### src/rtl/uri_pkg.sv
package uri_pkg;
    typedef enum logic [1:0] {
        ST_EMPTY = 2'd0,
        ST_RUN   = 2'd1,
        ST_DIV   = 2'd2
    } uri_state_e;
endpackage

### src/rtl/uri_grid_seed.sv
module uri_grid_seed #(
    parameter int TICKS_PER_SEC = 1000000,
    parameter int REPORT_TICKS  = 20000,
    parameter int TIME_W        = $clog2(TICKS_PER_SEC)
) (
    input  logic [TIME_W-1:0] t_now,
    output logic [TIME_W-1:0] seed_time,
    output logic              seed_wrap
);
    localparam int GRID_N = TICKS_PER_SEC / REPORT_TICKS;
    localparam int CNT_W  = $clog2(GRID_N + 1);

    logic [GRID_N-1:0] at_or_before;

    for (genvar k = 0; k < GRID_N; k++) begin : g_slot
        localparam logic [TIME_W:0] SLOT_T = (TIME_W+1)'(k * REPORT_TICKS);
        assign at_or_before[k] = ({1'b0, t_now} >= SLOT_T);
    end

    logic [CNT_W-1:0] passed;

    always_comb begin
        passed = '0;
        for (int i = 0; i < GRID_N; i++) begin
            passed = passed + CNT_W'(at_or_before[i]);
        end
        seed_wrap = (passed == CNT_W'(GRID_N));
        seed_time = seed_wrap ? '0 : TIME_W'(32'(passed) * REPORT_TICKS);
    end
endmodule

### src/rtl/uri_seqdiv.sv
module uri_seqdiv #(
    parameter int NUM_W = 37,
    parameter int DEN_W = 20
) (
    input  logic             clk,
    input  logic             rst_n,
    input  logic             start,
    input  logic [NUM_W-1:0] num,
    input  logic [DEN_W-1:0] den,
    output logic             done,
    output logic [NUM_W-1:0] quo
);
    localparam int CNT_W = $clog2(NUM_W + 1);

    typedef struct packed {
        logic             active;
        logic             done;
        logic [CNT_W-1:0] cnt;
        logic [DEN_W:0]   rem;
        logic [NUM_W-1:0] acc;
        logic [DEN_W-1:0] den;
    } div_st_t;

    div_st_t st_d, st_q;
    logic [DEN_W:0] rem_sh;
    logic           fits;

    always_comb begin
        st_d      = st_q;
        st_d.done = 1'b0;
        rem_sh    = {st_q.rem[DEN_W-1:0], st_q.acc[NUM_W-1]};
        fits      = (rem_sh >= {1'b0, st_q.den});
        if (start) begin
            st_d.active = 1'b1;
            st_d.cnt    = CNT_W'(NUM_W);
            st_d.rem    = '0;
            st_d.acc    = num;
            st_d.den    = den;
        end else if (st_q.active) begin
            st_d.rem = fits ? (rem_sh - {1'b0, st_q.den}) : rem_sh;
            st_d.acc = {st_q.acc[NUM_W-2:0], fits};
            st_d.cnt = st_q.cnt - 1'b1;
            if (st_q.cnt == CNT_W'(1)) begin
                st_d.active = 1'b0;
                st_d.done   = 1'b1;
            end
        end
    end

    always_ff @(posedge clk or negedge rst_n) begin
        if (!rst_n) st_q <= '0;
        else        st_q <= st_d;
    end

    assign done = st_q.done;
    assign quo  = st_q.acc;
endmodule

### src/rtl/utc_report_interp.sv
module utc_report_interp
    import uri_pkg::*;
#(
    parameter int DATA_W        = 16,
    parameter int TICKS_PER_SEC = 1000000,
    parameter int REPORT_TICKS  = 20000,
    parameter int SEC_W         = 32,
    parameter int TIME_W        = $clog2(TICKS_PER_SEC)
) (
    input  logic                     clk,
    input  logic                     rst_n,
    input  logic                     in_valid,
    output logic                     in_ready,
    input  logic signed [DATA_W-1:0] in_value,
    input  logic [TIME_W-1:0]        in_time,
    output logic                     out_valid,
    output logic signed [DATA_W-1:0] out_value,
    output logic [SEC_W-1:0]         out_sec,
    output logic [TIME_W-1:0]        out_time
);
    localparam int MAG_W = DATA_W + 1;
    localparam int NUM_W = MAG_W + TIME_W;
    localparam logic [TIME_W-1:0] LAST_SLOT = TIME_W'(TICKS_PER_SEC - REPORT_TICKS);
    localparam logic [TIME_W-1:0] STEP      = TIME_W'(REPORT_TICKS);

    typedef struct packed {
        uri_state_e               st;
        logic [TIME_W-1:0]        prev_t;
        logic signed [DATA_W-1:0] prev_v;
        logic [TIME_W-1:0]        tgt_t;
        logic [SEC_W-1:0]         tgt_s;
        logic signed [DATA_W-1:0] base_v;
        logic                     neg;
        logic [TIME_W-1:0]        hold_t;
        logic [SEC_W-1:0]         hold_s;
        logic                     o_valid;
        logic signed [DATA_W-1:0] o_value;
        logic [TIME_W-1:0]        o_t;
        logic [SEC_W-1:0]         o_s;
    } core_st_t;

    core_st_t st_d, st_q;

    function automatic logic [TIME_W-1:0] fwd_dist(input logic [TIME_W-1:0] to_t,
                                                   input logic [TIME_W-1:0] from_t);
        logic [TIME_W:0] s;
        if (to_t >= from_t) s = {1'b0, to_t} - {1'b0, from_t};
        else s = {1'b0, to_t} + (TIME_W+1)'(TICKS_PER_SEC) - {1'b0, from_t};
        return s[TIME_W-1:0];
    endfunction

    logic [TIME_W-1:0] seed_time;
    logic              seed_wrap;

    uri_grid_seed #(
        .TICKS_PER_SEC(TICKS_PER_SEC),
        .REPORT_TICKS (REPORT_TICKS),
        .TIME_W       (TIME_W)
    ) u_seed (
        .t_now    (in_time),
        .seed_time(seed_time),
        .seed_wrap(seed_wrap)
    );

    logic             div_start;
    logic [NUM_W-1:0] div_num;
    logic [TIME_W-1:0] div_den;
    logic             div_done;
    logic [NUM_W-1:0] div_quo;

    uri_seqdiv #(
        .NUM_W(NUM_W),
        .DEN_W(TIME_W)
    ) u_div (
        .clk  (clk),
        .rst_n(rst_n),
        .start(div_start),
        .num  (div_num),
        .den  (div_den),
        .done (div_done),
        .quo  (div_quo)
    );

    logic                    accept;
    logic [TIME_W-1:0]       d_tgt;
    logic [TIME_W-1:0]       d_cur;
    logic signed [MAG_W-1:0] diff_s;
    logic                    diff_neg;
    logic [MAG_W-1:0]        diff_mag;
    logic [TIME_W-1:0]       nxt_t;
    logic [SEC_W-1:0]        nxt_s;
    logic [MAG_W-1:0]        q_mag;
    logic signed [MAG_W:0]   q_signed;
    logic signed [MAG_W:0]   res;

    always_comb begin
        accept   = in_valid && (st_q.st != ST_DIV);
        d_tgt    = fwd_dist(st_q.tgt_t, st_q.prev_t);
        d_cur    = fwd_dist(in_time, st_q.prev_t);
        diff_s   = $signed({in_value[DATA_W-1], in_value}) - $signed({st_q.prev_v[DATA_W-1], st_q.prev_v});
        diff_neg = diff_s[MAG_W-1];
        diff_mag = diff_neg ? MAG_W'(-diff_s) : MAG_W'(diff_s);
        div_num  = NUM_W'(diff_mag) * NUM_W'(d_tgt);
        div_den  = d_cur;

        if (st_q.tgt_t == LAST_SLOT) begin
            nxt_t = '0;
            nxt_s = st_q.tgt_s + 1'b1;
        end else begin
            nxt_t = st_q.tgt_t + STEP;
            nxt_s = st_q.tgt_s;
        end

        q_mag    = div_quo[MAG_W-1:0];
        q_signed = st_q.neg ? -$signed({1'b0, q_mag}) : $signed({1'b0, q_mag});
        res      = $signed({{2{st_q.base_v[DATA_W-1]}}, st_q.base_v}) + q_signed;

        st_d         = st_q;
        st_d.o_valid = 1'b0;
        div_start    = 1'b0;

        unique case (st_q.st)
            ST_EMPTY: begin
                if (accept) begin
                    st_d.prev_t = in_time;
                    st_d.prev_v = in_value;
                    st_d.tgt_t  = seed_time;
                    st_d.tgt_s  = seed_wrap ? SEC_W'(1) : '0;
                    st_d.st     = ST_RUN;
                end
            end
            ST_RUN: begin
                if (accept) begin
                    st_d.prev_t = in_time;
                    st_d.prev_v = in_value;
                    if (d_cur != '0 && d_tgt == d_cur) begin
                        st_d.o_valid = 1'b1;
                        st_d.o_value = in_value;
                        st_d.o_t     = st_q.tgt_t;
                        st_d.o_s     = st_q.tgt_s;
                        st_d.tgt_t   = nxt_t;
                        st_d.tgt_s   = nxt_s;
                    end else if (d_tgt < d_cur) begin
                        div_start   = 1'b1;
                        st_d.base_v = st_q.prev_v;
                        st_d.neg    = diff_neg;
                        st_d.hold_t = st_q.tgt_t;
                        st_d.hold_s = st_q.tgt_s;
                        st_d.tgt_t  = nxt_t;
                        st_d.tgt_s  = nxt_s;
                        st_d.st     = ST_DIV;
                    end
                end
            end
            ST_DIV: begin
                if (div_done) begin
                    st_d.o_valid = 1'b1;
                    st_d.o_value = res[DATA_W-1:0];
                    st_d.o_t     = st_q.hold_t;
                    st_d.o_s     = st_q.hold_s;
                    st_d.st      = ST_RUN;
                end
            end
            default: st_d.st = ST_EMPTY;
        endcase
    end

    always_ff @(posedge clk or negedge rst_n) begin
        if (!rst_n) st_q <= '0;
        else        st_q <= st_d;
    end

    assign in_ready  = (st_q.st != ST_DIV);
    assign out_valid = st_q.o_valid;
    assign out_value = st_q.o_value;
    assign out_sec   = st_q.o_s;
    assign out_time  = st_q.o_t;
endmodule

### config.mk
export PLATFORM = sky130hd
export DESIGN_NAME = utc_report_interp
export DESIGN_NICKNAME = d
export VERILOG_FILES = /design/src/rtl/uri_pkg.sv /design/src/rtl/uri_grid_seed.sv /design/src/rtl/uri_seqdiv.sv /design/src/rtl/utc_report_interp.sv
export SDC_FILE = /design/constraint.sdc
export NUM_CORES = 2
export LEC_CHECK = 0
export BUFFER_PORTS_ARGS = -buffer_cell sky130_fd_sc_hd__buf_2
export CORE_MARGIN = 1
export CORE_UTILIZATION = 60
export DETAILED_ROUTE_END_ITERATION = 12
export PLACE_DENSITY = 0.87
export SLEW_MARGIN = 0
export SYNTH_ARGS = -nofsm -noshare
export SYNTH_HDL_FRONTEND = slang
export SYNTH_SLANG_ARGS = --single-unit
### constraint.sdc
create_clock -name clk -period 12.55 [get_ports clk]
set_input_delay 3.765 -clock clk [delete_from_list [all_inputs] [get_ports clk]]
set_output_delay 3.765 -clock clk [all_outputs]
set_load 0.02 [all_outputs]
==> flow_metrics.py <==
metrics = {
    "outcome": {
        "run_status": "completed",
    },
    "routing": {
        "totalWireLength_mm": 109,
        "vias_per_cell": 6.15,
        "drt_pass1_iterations": 8,
        "routedWlPerCell_um": 20.3,
        "drc": 0,
        "drtAntennaViolNets": 0,
        "num_vias": 32800,
        "drtIter0Drc": 3794,
    },
    "min_path": {
        "holdCritPathClass": "reg -> reg",
    },
    "sta": {
        "fmax_mhz": 81.5,
        "finalHoldViolations": 0,
        "period_minus_slack_ns": 12.27,
        "worstMarginPinSlew_ns": 1.22,
        "relSlewSlack": 0.178,
        "setup_viol": 0,
        "skew_ns": 0.0300,
        "slew_violations": 0,
        "final.period_utilization": 0.978,
    },
    "critical_path": {
        "crit_path_max_incr_delay_ns": 0.55,
        "path_class": "in -> reg",
        "crit_arrival_ns": 12.74,
        "cpMaxStageDelayCell": "fa_1",
        "critPathMaxFanout": 11,
        "worstSetupEndpointType": "register",
        "cp-start-kind": "primary input",
        "rrSetupSlack_ns": 1.62,
        "cp.required_ns": 13.02,
        "crit_top_cell": "fa_1",
    },
    "run": {
        "maxCapViolCount": 0,
    },
    "floorplanning": {
        "start_util": 0.609,
        "die_h_um": 250,
        "core_area_um2": 60600,
        "ios": 109,
        "row_count": 90,
        "die-area_um2": 62500,
        "die_w_um": 250,
    },
    "finish": {
        "finalCoreUtilization": 0.683,
        "final_cell_mix": "inv_1 (600), nand2_1 (592), fa_1 (345)",
        "drive_above_1_share": 0.147,
        "stdcell_count": 5336,
        "final-seq-area_um2": 7830,
        "multi_input_area_um2": 25900,
        "n_fill_cell": 4423,
        "layout_commonest_cell": "inv_1",
        "area_growth_syn_to_layout_pct": 12.1,
        "finish.net_count": 5231,
        "final_area_um2": 41400,
    },
    "logic_synthesis": {
        "postSynthCellCount": 4319,
        "synth_nets": 5022,
        "synth_ff_type": "dfrtp_1",
        "avgSynthCellArea_um2": 8.54,
        "yosysUniqueCellTypes": 84,
        "yosysWarningCount": 0,
        "synthArstFlopShare": 1.00,
        "ys_seq_area_frac": 0.212,
        "synth_edf_count": 0,
        "ys_seq_elements": 313,
        "syn_area_um2": 36900,
    },
    "placement": {
        "place.gp.congestion": 0.978,
        "portBuffers": 108,
        "place_area_um2": 39500,
        "hpwl_mm": 82.7,
        "place_inst": 5255,
    },
    "grt": {
        "grt_pass1_vias": 32700,
        "grt_overflow_total": 0,
        "grt.total_usage": 0.342,
        "antenna_found_initial": 4,
        "grt_max_degree": 110,
        "grt_pass1_wl_mm": 172,
    },
    "clocking": {
        "clkLatencyLatePin_ns": 0.59,
        "cts-root-buf": "clkbuf_16",
        "clkSlewWorstSetupHoldPaths_ns": 0.07,
        "htree_levels": 2,
        "clk_path_buf_depth": 3,
        "cts_made_buffers": 36,
        "clock-sinks": 313,
        "cts_tree": "done",
    },
}
## timing repair
| item | CTS | global route |
|---|---|---|
| hold buffers | 0 | 0 |
| setup endpoints to repair | 0 | 12 |
| buffers inserted | 0 | 17 |
| resized for setup | 0 | 109 |
## path summary, 6_finish.rpt
| check | startpoint | end | cells past startpoint |
|---|---|---|---|
| min reg2reg | st_q[105]$_DFFE_PN0P_ | out_time[4]$_DFFE_PN0P_ | 2 |
| max | in_time[7] | st_q[189]$_DFFE_PN0P_ | 38 |
| max reg2reg | st_q[170]$_DFFE_PN0P_ | u_div.quo[33]$_DFFE_PN0P_ | 41 |
| min | st_q[105]$_DFFE_PN0P_ | out_time[4]$_DFFE_PN0P_ | 2 |
| min in group asynchronous | rst_n | out_sec[15]$_DFFE_PN0P_ | 1 |
| max in group asynchronous | rst_n | st_q[116]$_DFFE_PN0P_ | 2 |
## Yosys cell counts, types with 7 or more instances
cell type	instances	area share
nor3_1	89	0.012
o21bai_1	20	0.0041
nor4_1	28	0.0047
or2_2	21	0.0036
or4_1	16	0.0033
a211oi_1	32	0.0065
buf_2	18	0.0024
xnor2_1	123	0.029
inv_1	606	0.062
and2_1	87	0.015
o21ai_0	204	0.028
and3_1	24	0.0041
o21a_1	15	0.0031
nand3b_1	7	0.0014
a2111oi_0	10	0.0024
o31ai_1	31	0.0063
a22o_1	9	0.0021
buf_4	79	0.016
a21boi_0	10	0.0020
nor2_1	221	0.022
a21o_1	53	0.011
a22oi_1	57	0.012
buf_1	9	0.00092
fa_1	349	0.19
a31oi_1	55	0.0093
nor2b_1	49	0.0083
mux2i_1	60	0.016
nor3b_1	15	0.0031
a31o_2	9	0.0021
clkbuf_1	135	0.014
xor2_1	51	0.012
mux2_2	73	0.022
nand2_1	594	0.060
a21oi_1	222	0.030
nand2b_1	52	0.0088
nand4_1	26	0.0044
o211ai_1	18	0.0037
o21ai_1	10	0.0014
o221ai_1	7	0.0017
ha_1	315	0.11
o22ai_1	8	0.0014
or3_1	25	0.0042
nand3_1	59	0.0080
dfrtp_1	313	0.21
## layer usage
layer	up-vias	GRT usage	wire [µm]
met1	16000	0.448	43000
li1	14700	-	-
met5	-	0	40
met4	6	0.133	4400
met3	369	0.0706	10600
met2	1804	0.557	50500
## worst max-delay path: cells and delay by family
kind / cells / cell delay [ns]
AOI/OAI and AO/OA: 11 / 1.61
xor gates and xnor gates: 2 / 0.24
adders and majority gates: 13 / 5.97
buffers and inverters: 9 / 0.93
and+or+nand+nor: 3 / 0.25
## cell type report
type	instances	share of cell area
Antenna cell	1	0.0000605
Clock buffer	51	0.0256
Clock inverter	12	0.00475
Inverter	609	0.0553
Multi-Input combinational cell	3150	0.627
Sequential cell	313	0.189
Tap cell	782	0.0237
Timing Repair Buffer	418	0.0739
## registers in the layout, summed over array words and instances (netlist names)
name	cells
out_time	20
st_q	159
out_valid	1
u_div.done	1
u_div.rem_sh	20
u_div.quo	37
u_div.st_q	27
out_sec	32
out_value	16
## kinds of logic (layout without fill, tap and decap cells)
group	count (synthesis)	in the layout	synth area share
AND/OR/NAND/NOR	1328	1328	0.167
multiplexers	133	133	0.0386
buffers and inverters	856	1090	0.0970
XOR/XNOR	174	174	0.0413
other	0	1	0
AO/OA/AOI/OAI	851	851	0.147
adder cells (fa/ha/maj)	664	664	0.296
flip-flops	313	313	0.212
## stage by stage
step | setup TNS, ns | hold WS [ns] | setup slack (ns)
floorplan | -0.0840 | 0.435 | -0.0840
global placement | -1.63 | 0.438 | -0.379
detailed placement | -3.33 | 0.445 | -0.567
CTS | 0 | 0.461 | 0.0221
global route | -0.0510 | 0.480 | -0.0259
finish | 0 | 0.458 | 0.281
Power is not shown: default switching activity piles up to over one toggle a cycle in this logic, so the estimate is an artifact.
